<file path="src/rtl/cyc74_pkg.sv">
package cyc74_pkg;
  localparam int CW_N = 7;
  localparam int CW_K = 4;
  localparam int CW_R = CW_N - CW_K;
  // generator without its leading x^3 term: x + 1
  localparam logic [CW_R-1:0] GEN_TAPS = 3'b011;

  // one step of r = (r*x + b) mod g
  function automatic logic [CW_R-1:0] rem_step(input logic [CW_R-1:0] r, input logic b);
    return {r[CW_R-2:0], b} ^ (r[CW_R-1] ? GEN_TAPS : '0);
  endfunction

  // bit to flip for a syndrome: position p where x^p mod g equals it
  function automatic logic [CW_N-1:0] flip_of_syn(input logic [CW_R-1:0] s);
    logic [CW_R-1:0] pw;
    logic [CW_N-1:0] f;
    pw = {{(CW_R-1){1'b0}}, 1'b1};
    f  = '0;
    for (int p = 0; p < CW_N; p++) begin
      if (s != '0 && pw == s) f[p] = 1'b1;
      pw = rem_step(pw, 1'b0);
    end
    return f;
  endfunction
endpackage

</file>
<file path="src/rtl/cyc_lfsr_div.sv">
module cyc_lfsr_div
  import cyc74_pkg::*;
#(
  parameter int N = CW_N
) (
  input  logic            clk,
  input  logic            rst,
  input  logic            start,
  input  logic [N-1:0]    word,
  output logic            done,
  output logic [CW_R-1:0] rem
);
  localparam int CNTW = $clog2(N + 1);

  logic [N-1:0]    sh;
  logic [CNTW-1:0] cnt;

  always_ff @(posedge clk) begin
    if (rst) begin
      sh   <= '0;
      cnt  <= '0;
      rem  <= '0;
      done <= 1'b0;
    end else if (start) begin
      sh   <= word;
      cnt  <= CNTW'(N);
      rem  <= '0;
      done <= 1'b0;
    end else if (cnt != '0) begin
      rem  <= rem_step(rem, sh[N-1]);
      sh   <= sh << 1;
      cnt  <= cnt - 1'b1;
      done <= (cnt == CNTW'(1));
    end else begin
      done <= 1'b0;
    end
  end
endmodule

</file>
<file path="src/rtl/cyc_encoder.sv">
module cyc_encoder
  import cyc74_pkg::*;
#(
  parameter int N = CW_N,
  parameter int K = CW_K
) (
  input  logic         clk,
  input  logic         rst,
  input  logic         in_valid,
  output logic         in_ready,
  input  logic [K-1:0] in_data,
  output logic         out_valid,
  input  logic         out_ready,
  output logic [N-1:0] out_word
);
  localparam int R = N - K;

  logic         pend;
  logic [K-1:0] data_q;
  logic         accept;
  logic         div_done;
  logic [R-1:0] div_rem;

  assign in_ready = !pend && !out_valid;
  assign accept   = in_valid && in_ready;

  cyc_lfsr_div #(.N(N)) i_div (
    .clk(clk), .rst(rst), .start(accept),
    .word({in_data, {R{1'b0}}}),
    .done(div_done), .rem(div_rem)
  );

  always_ff @(posedge clk) begin
    if (rst) begin
      pend      <= 1'b0;
      data_q    <= '0;
      out_valid <= 1'b0;
      out_word  <= '0;
    end else begin
      if (accept) begin
        pend   <= 1'b1;
        data_q <= in_data;
      end
      if (div_done) begin
        pend      <= 1'b0;
        out_valid <= 1'b1;
        out_word  <= {data_q, div_rem};
      end else if (out_valid && out_ready) begin
        out_valid <= 1'b0;
      end
    end
  end
endmodule

</file>
<file path="src/rtl/cyc_decoder.sv">
module cyc_decoder
  import cyc74_pkg::*;
#(
  parameter int N = CW_N,
  parameter int K = CW_K
) (
  input  logic         clk,
  input  logic         rst,
  input  logic         in_valid,
  output logic         in_ready,
  input  logic [N-1:0] in_word,
  output logic         out_valid,
  input  logic         out_ready,
  output logic [N-1:0] out_word,
  output logic [K-1:0] out_data,
  output logic         out_err
);
  localparam int R = N - K;

  logic         pend;
  logic [N-1:0] word_q;
  logic         accept;
  logic         div_done;
  logic [R-1:0] syn;
  logic [N-1:0] fixed_w;

  assign in_ready = !pend && !out_valid;
  assign accept   = in_valid && in_ready;

  cyc_lfsr_div #(.N(N)) i_div (
    .clk(clk), .rst(rst), .start(accept),
    .word(in_word), .done(div_done), .rem(syn)
  );

  always_comb fixed_w = word_q ^ flip_of_syn(syn);

  always_ff @(posedge clk) begin
    if (rst) begin
      pend      <= 1'b0;
      word_q    <= '0;
      out_valid <= 1'b0;
      out_word  <= '0;
      out_data  <= '0;
      out_err   <= 1'b0;
    end else begin
      if (accept) begin
        pend   <= 1'b1;
        word_q <= in_word;
      end
      if (div_done) begin
        pend      <= 1'b0;
        out_valid <= 1'b1;
        out_word  <= fixed_w;
        out_data  <= fixed_w[N-1:R];
        out_err   <= (syn != '0);
      end else if (out_valid && out_ready) begin
        out_valid <= 1'b0;
      end
    end
  end
endmodule

</file>
<file path="src/rtl/hamcyc_codec.sv">
module hamcyc_codec
  import cyc74_pkg::*;
#(
  parameter int N = CW_N,
  parameter int K = CW_K
) (
  input  logic         clk,
  input  logic         rst,
  input  logic         enc_in_valid,
  output logic         enc_in_ready,
  input  logic [K-1:0] enc_in_data,
  output logic         enc_out_valid,
  input  logic         enc_out_ready,
  output logic [N-1:0] enc_out_word,
  input  logic         dec_in_valid,
  output logic         dec_in_ready,
  input  logic [N-1:0] dec_in_word,
  output logic         dec_out_valid,
  input  logic         dec_out_ready,
  output logic [N-1:0] dec_out_word,
  output logic [K-1:0] dec_out_data,
  output logic         dec_out_err
);
  cyc_encoder #(.N(N), .K(K)) i_enc (
    .clk(clk), .rst(rst),
    .in_valid(enc_in_valid), .in_ready(enc_in_ready), .in_data(enc_in_data),
    .out_valid(enc_out_valid), .out_ready(enc_out_ready), .out_word(enc_out_word)
  );

  cyc_decoder #(.N(N), .K(K)) i_dec (
    .clk(clk), .rst(rst),
    .in_valid(dec_in_valid), .in_ready(dec_in_ready), .in_word(dec_in_word),
    .out_valid(dec_out_valid), .out_ready(dec_out_ready), .out_word(dec_out_word),
    .out_data(dec_out_data), .out_err(dec_out_err)
  );
endmodule

</file>
<file path="config.mk">
export PLATFORM = sky130hd
export DESIGN_NAME = hamcyc_codec
export DESIGN_NICKNAME = d
export VERILOG_FILES = /design/src/rtl/cyc74_pkg.sv /design/src/rtl/cyc_lfsr_div.sv /design/src/rtl/cyc_encoder.sv /design/src/rtl/cyc_decoder.sv /design/src/rtl/hamcyc_codec.sv
export SDC_FILE = /design/constraint.sdc
export NUM_CORES = 1
export LEC_CHECK = 0
export BUFFER_PORTS_ARGS = -buffer_cell sky130_fd_sc_hd__buf_2
export CORE_ASPECT_RATIO = 1.25
export CORE_MARGIN = 4
export CORE_UTILIZATION = 30
export CTS_BUF_LIST = sky130_fd_sc_hd__clkbuf_4
export DETAILED_ROUTE_END_ITERATION = 6
export PLACE_DENSITY = 0.48
export REMOVE_ABC_BUFFERS = 1
export SLEW_MARGIN = 10
export SYNTH_ARGS = -nofsm -noshare
export SYNTH_HDL_FRONTEND = slang
export SYNTH_SLANG_ARGS = --single-unit
</file>
<file path="constraint.sdc">
create_clock -name clk -period 4 [get_ports clk]
set_clock_uncertainty 0.15 [all_clocks]
set_input_delay 0.6 -clock clk [delete_from_list [all_inputs] [get_ports clk]]
set_output_delay 0.6 -clock clk [all_outputs]
set_load 0.02 [all_outputs]
</file>
==> metrics.txt, run 1 <==
Critical Path AT=1950 ps; area of the multi-input gates=1130 um^2; full die area=9540 um^2; library cells used by synthesis=34; Layout Nets=between 300 and 400; fill count=859; die height=108.2 um; DRT Wirelength=4679 um; Iteration-0 DRC Markers=33; CTS tree=done; critical path class=reg2reg; # IOs=40; Req. time, crit path=4160 ps; Antenna Cells=0; slowest CP cell=mux2_2; synthesized cell area=2410 um^2; CORE AREA=7792 um^2; DRT antenna net count=0; final hold violation count=0; Layout area overhead=8.723%; RSZ-0062 raised after global routing=false; register area share after synthesis=45.69%; relative slew slack=26.24%; DP HPWL=3171 um; PostCTS Resize Cnt=0; number of buffers created by CTS=5; worst skew pair latency=370 ps; Top Metal Used=met4; first-pass GRT wire length=7935 um; met2 WL=2278 um; Worst-path clk slew=around 160 ps; Via density=4.638; Post-Syn Instances=257; FMAX=around 0.56 GHz; layout cells sized above 1=22.06%; power density cells=444.9 nW/um^2; Worst Tran Pin Value=1106 ps; CTS HTree Levels=2; Startpoint Class=flip-flop; R2R Path Start=i_dec.i_div.cnt[0]; outcome=complete, no violations; CP top delay family=multiplexers; placed instance area=2567 um^2; initial antenna violation count=0; Worst setup EP type=flip-flop; Synth top area share=45.69%; GPL Wtd Cong=between 0.6 and 0.7; drt pass-1 iters=4; Final setup viols=0; Worst Path Buf+Inv=1; Worst VDD drop=0.2155 mV; Clock Sinks=55; Port Buffer Count=39; CTS Root Cell=clkbuf_4; max-slew violations=0; # Max-Cap Violations=0; CP max FO=12; std cell rows=36; Hold Buf Count CTS=0; routed metal-1 wirelength=2141 um; Synth area leader=dfxtp_1; DRC Markers=0; Tightest Hold Check Type=in2reg; Clock Tree Buf Depth=2; crit-path cells=inv_1 > ha_1 > nand2b_1 > mux2_2 > a21oi_2; flops & latches, synth=55; period utilization=approximately 45%; fin crit period=1790 ps; post-DR wirelength/cell=12.44 um; Post CTS Setup Buffer Count=0; Critical path origin=i_dec.i_div.cnt[0]; cell area after layout=2620 um^2; routed vias=1,744; Overall Global Routing Usage=between 10% and 20%; die width=88.17 um; starting density of the core=30.92%; global route total overflow=0; largest net degree at the start of global routing=56; largest cells by area after synthesis=dfxtp_1, mux2i_1, nor2_1, a21oi_1, nand2_1; WL met3=209 um; vias in the first global route=1,656; setup TNS=0 ps; synthesized area per cell=9.377 um^2; min-delay src=enc_in_data[2]; total area of sequential cells=1101 um^2; Leakage Power=about 0.0010 uW; CP peak stage delay=410 ps; Synthesis Warnings=0
## worst min-delay path: stages
cell	delay, ps
buf_2	100
nand2_1	50
a21oi_1	50
## report_power, final
group	total, uW	internal (uW)	switching [uW]
clock network	240	65.1	175
registers	649	601	47.8
logic	277	122	155
total	1170	788	378
## final timing paths
kind                                           end  slack, ps  depth (start not counted)
worst min-delay path               i_enc.data_q[2]        300                          3
worst max register to register  i_dec.i_div.cnt[1]       2210                          5
worst min register to register     i_enc.data_q[1]        320                          2
worst max-delay path            i_dec.i_div.cnt[1]       2210                          5
## cell families after synthesis
family          after synthesis  synth area share, %
buf+inv                      29                7.424
xor+xnor                     12                4.362
fa+ha+maj                     6                3.115
compound gates               49                14.12
mux                          16                6.749
simple gates                 90                18.54
flops                        55                45.69
## per-stage QoR
stage	std cells	worst slack, ps	hold WS [ps]	power [uW]	utilization, %
2_1_floorplan	234	2380	280.0	864.9	-
3_3_place_gp	368	2057	299.7	938.9	32.95
3_5_place_dp	368	2061	302.5	945.1	32.95
4_1_cts	376	2180	274.7	1187	33.62
5_1_grt	376	2045	267.7	1251	33.62
6_report	376	2210	304.4	1166	33.62
## final cells by class
cell class	count	share of cell area [%]
clock buffers	5	1.433
clock inverters	3	0.5731
inverters	6	0.8596
multi-input cells	173	43.12
flip-flops and latches	55	42.03
well taps	95	4.537
repair buffers	39	7.450
## cell usage after synthesis
cell,instances
buf_1,4
dfxtp_1,55
nand2b_4,1
nor3b_4,1
a311oi_1,1
nor3_2,1
a21oi_1,24
a21oi_2,3
a211oi_2,3
nand2_1,31
buf_6,5
xor2_1,3
xnor2_1,9
o21ai_0,1
nor2b_1,1
mux2_2,2
clkbuf_1,2
nor3_1,6
or3b_4,1
buf_4,7
nand3b_1,2
buf_2,5
nor3b_2,4
or3b_1,2
a2111oi_2,1
nor2_1,36
a211oi_1,13
or3_1,1
ha_1,6
nand2b_1,1
mux2i_1,14
nand3_1,2
inv_1,6
a2111oi_1,3
## cells in the final DEF (no fill, tap or decap), types with 6 or more instances in the layout
cell | synthesis | final
mux2i_1 | 14 | 14
ha_1 | 6 | 6
a211oi_1 | 13 | 13
a21oi_1 | 24 | 24
nor3_1 | 6 | 6
dfxtp_1 | 55 | 55
xnor2_1 | 9 | 9
inv_1 | 6 | 6
nor2_1 | 36 | 36
nand2_1 | 31 | 31
buf_2 | 5 | 39
## layer usage
layer / vias up / global-route usage, %
li1: 907 / -
met1: 803 / 12.41
met2: 30 / 17.86
met3: 4 / 2.668
met4: 0 / 2.916
met5: - / 0
## state kept, by name (all words and copies together), names as in the netlist
signal	count
i_enc.i_div.cnt	3
i_enc.i_div.done	1
i_dec.out_valid	1
i_enc.i_div.sh	4
i_dec.i_div.sh	7
i_dec.out_word	3
i_enc.out_word	7
i_dec.out_err	1
i_dec.out_data	4
i_enc.pend	1
i_dec.i_div.cnt	3
i_dec.pend	1
i_enc.i_div.rem	3
i_dec.i_div.rem	3
i_dec.i_div.done	1
i_enc.out_valid	1
i_dec.word_q	7
i_enc.data_q	4
No activity file was read; power rests on OpenSTA's default activity.
==> run 2, diff against run 1 <==
Settings changed: ABC_AREA set to 1, PLACE_DENSITY 0.48 to 0.5.
Clock period 4 ns to 1.6 ns, I/O delays scaled along.
==> metrics.txt, run 2 <==
starting density of the core=30.72%; outcome=complete, no violations; synthesized cell area=around 2400 um^2; CTS tree=done; drt pass-1 iters=4; min-delay src=rst; fill count=813; DRC Markers=0; GPL Wtd Cong=slightly above 0.7; library cells used by synthesis=27; cell area after layout=about 2900 um^2; Most used DFF post-synth=dfxtp_1; critical path class=reg2reg; Post-synth ARST share=0%; hold path cells=4; Leakage Power=about 0.0014 uW; RSZ-0062 raised after global routing=false; die height=107.9 um; Final setup viols=0; DRT Wirelength=5459 um; Overall Global Routing Usage=12.37%; Req. time, crit path=between 1500 and 2000 ps; relative slew slack=73.52%; Clock Sinks=55; full die area=9480 um^2; most frequent cell after synthesis=nand2_1; setup TNS=0 ps; die width=between 80 and 90 um; CTS HTree Levels=2; top cells by count, synth=nand2_1, dfxtp_1, nor2_1; Post-synth EDFFs=0; first-pass GRT wire length=a little over 9000 um; Startpoint Class=flip-flop; Synth top area share=46.00%; CORE AREA=about 7800 um^2; Worst VDD drop=0.5231 mV; vias in the first global route=between 2,000 and 2,500; worst skew pair latency=approximately 380 ps; flops & latches, synth=55; DP HPWL=3924 um; # IOs=40; Antenna Cells=0; Post-Syn Instances=between 300 and 400; Worst Tran Pin Value=approximately 400 ps; final hold violation count=0; Worst-path clk slew=around 170 ps; Synthesis Warnings=0; Layout area overhead=19.29%; Power, Total=3110 uW; max-slew violations=0; Clock Tree Buf Depth=2; power density cells=roughly 1100 nW/um^2; period utilization=94.43%; hold path endpoint=i_dec.out_data[3]; routed vias=2,104; placed instance area=2655 um^2; number of buffers created by CTS=5; synthesized area per cell=between 7 and 8 um^2; largest cells by area after synthesis=dfxtp_1, nand2_1, nand3_1, nor2_1, o21ai_0; CP max FO=8; layout cells sized above 1=20.77%; DRT antenna net count=0; largest net degree at the start of global routing=26; std cell rows=36; WL met3=207 um; FMAX=0.6619 GHz; register area share after synthesis=between 40% and 50%; fin crit period=1511 ps; Critical Path AT=1680 ps; Regs by FF count=i_dec.i_div.sh x7, i_dec.word_q x7, i_enc.out_word x7; initial antenna violation count=0; post-DR wirelength/cell=11.84 um; Synth area leader=dfxtp_1; # Max-Cap Violations=0; Via density=~4.6; Iteration-0 DRC Markers=51; reg2reg path depth=8; CTS Root Cell=clkbuf_4; Layout Nets=slightly below 400; routed metal-1 wirelength=~2400 um; r2r setup slk=90 ps; most frequent cells in the layout=nand2_1, dfxtp_1, buf_2; Top Metal Used=met4; commonest non-fill, non-tap cell in the layout=nand2_1; global route total overflow=0; Worst setup EP type=flip-flop; Tightest Hold Check Type=in2reg; R2R Path Start=i_enc.i_div.cnt[0]; Port Buffer Count=39; met2 WL=2771 um; FF-to-FF End=i_enc.i_div.sh[4]
==> run 2: per-stage QoR <==
step / worst slack, ps / hold WS, ps / cells / util (%)
final: 89.12 / 19.44 / 461 / 36.64
after CTS: 28.17 / 5.065 / 457 / 36.00
after floorplan: 191.2 / 159.1 / 301 / -
after global routing: 3.368 / 23.52 / 461 / 36.64
after global placement: 160.5 / 283.5 / 442 / 34.07
after detailed placement: 119.1 / 289.3 / 442 / 34.07
==> run 2: cell families (layout without fill, tap and decap cells) <==
kind of cell               Yosys count  after routing  share of synthesized area (%)
DFF                                 55             55                          46.00
xor gates and xnor gates             4              4                          1.464
buffers and inverters               47             96                          9.461
and+or+nand+nor                    162            162                          30.16
AOI/OAI and AO/OA                   43             43                          9.775
adders and majority gates            6              6                          3.136
==> run 2: worst max path at each step <==
stage / from / endpoint / cells past startpoint
after floorplan: i_enc.out_valid / i_enc.i_div.rem[2] / 6
after global placement: i_enc.i_div.cnt[0] / i_enc.i_div.rem[2] / 8
after detailed placement: i_enc.i_div.cnt[0] / i_enc.i_div.sh[4] / 8
after CTS: i_enc.i_div.cnt[0] / i_enc.i_div.sh[4] / 8
after global routing: i_enc.i_div.cnt[0] / i_enc.i_div.rem[0] / 8
final: i_enc.i_div.cnt[0] / i_enc.i_div.sh[4] / 8
==> run 2: critical path: stages, from the launching register on <==
cell and delay [ps]:
dfxtp_2 350, inv_1 90, ha_2 190, inv_1 70, nor2_4 210, nand2_2 110, nor2_4 140, nand2_1 70
nand2_1 60
==> run 2: metal layers <==
metal / global-route usage, % / up-vias
met5: 0 / -
met4: 2.961 / 0
met3: 2.603 / 3
met2: 21.66 / 35
met1: 15.26 / 951
li1: - / 1115
==> run 2: timing repair <==
action	4_1_cts	5_1_grt
hold buffers	7	0
gates resized for setup	0	9
endpoints found under the setup margin	0	12
setup buffers	0	4
hold endpoints to repair	10	0
==> run 2: layout make-up <==
| class | instances | area (um^2) | share of cell area (%) |
|---|---|---|---|
| Sequential cell | 55 | 1104 | 38.65 |
| Multi-Input combinational cell | 215 | 1081 | 37.86 |
| Timing Repair Buffer | 57 | 347.8 | 12.18 |
| Inverter | 31 | 123.9 | 4.338 |
| Tap cell | 95 | 118.9 | 4.163 |
| Clock inverter | 3 | 42.54 | 1.490 |
| Clock buffer | 5 | 37.54 | 1.315 |
==> run 2: where the power goes <==
group	switching, uW	total [uW]	internal (uW)
clock	461	791	331
sequential	79.9	1580	1500
combinational	458	743	285
total	999	3110	2110
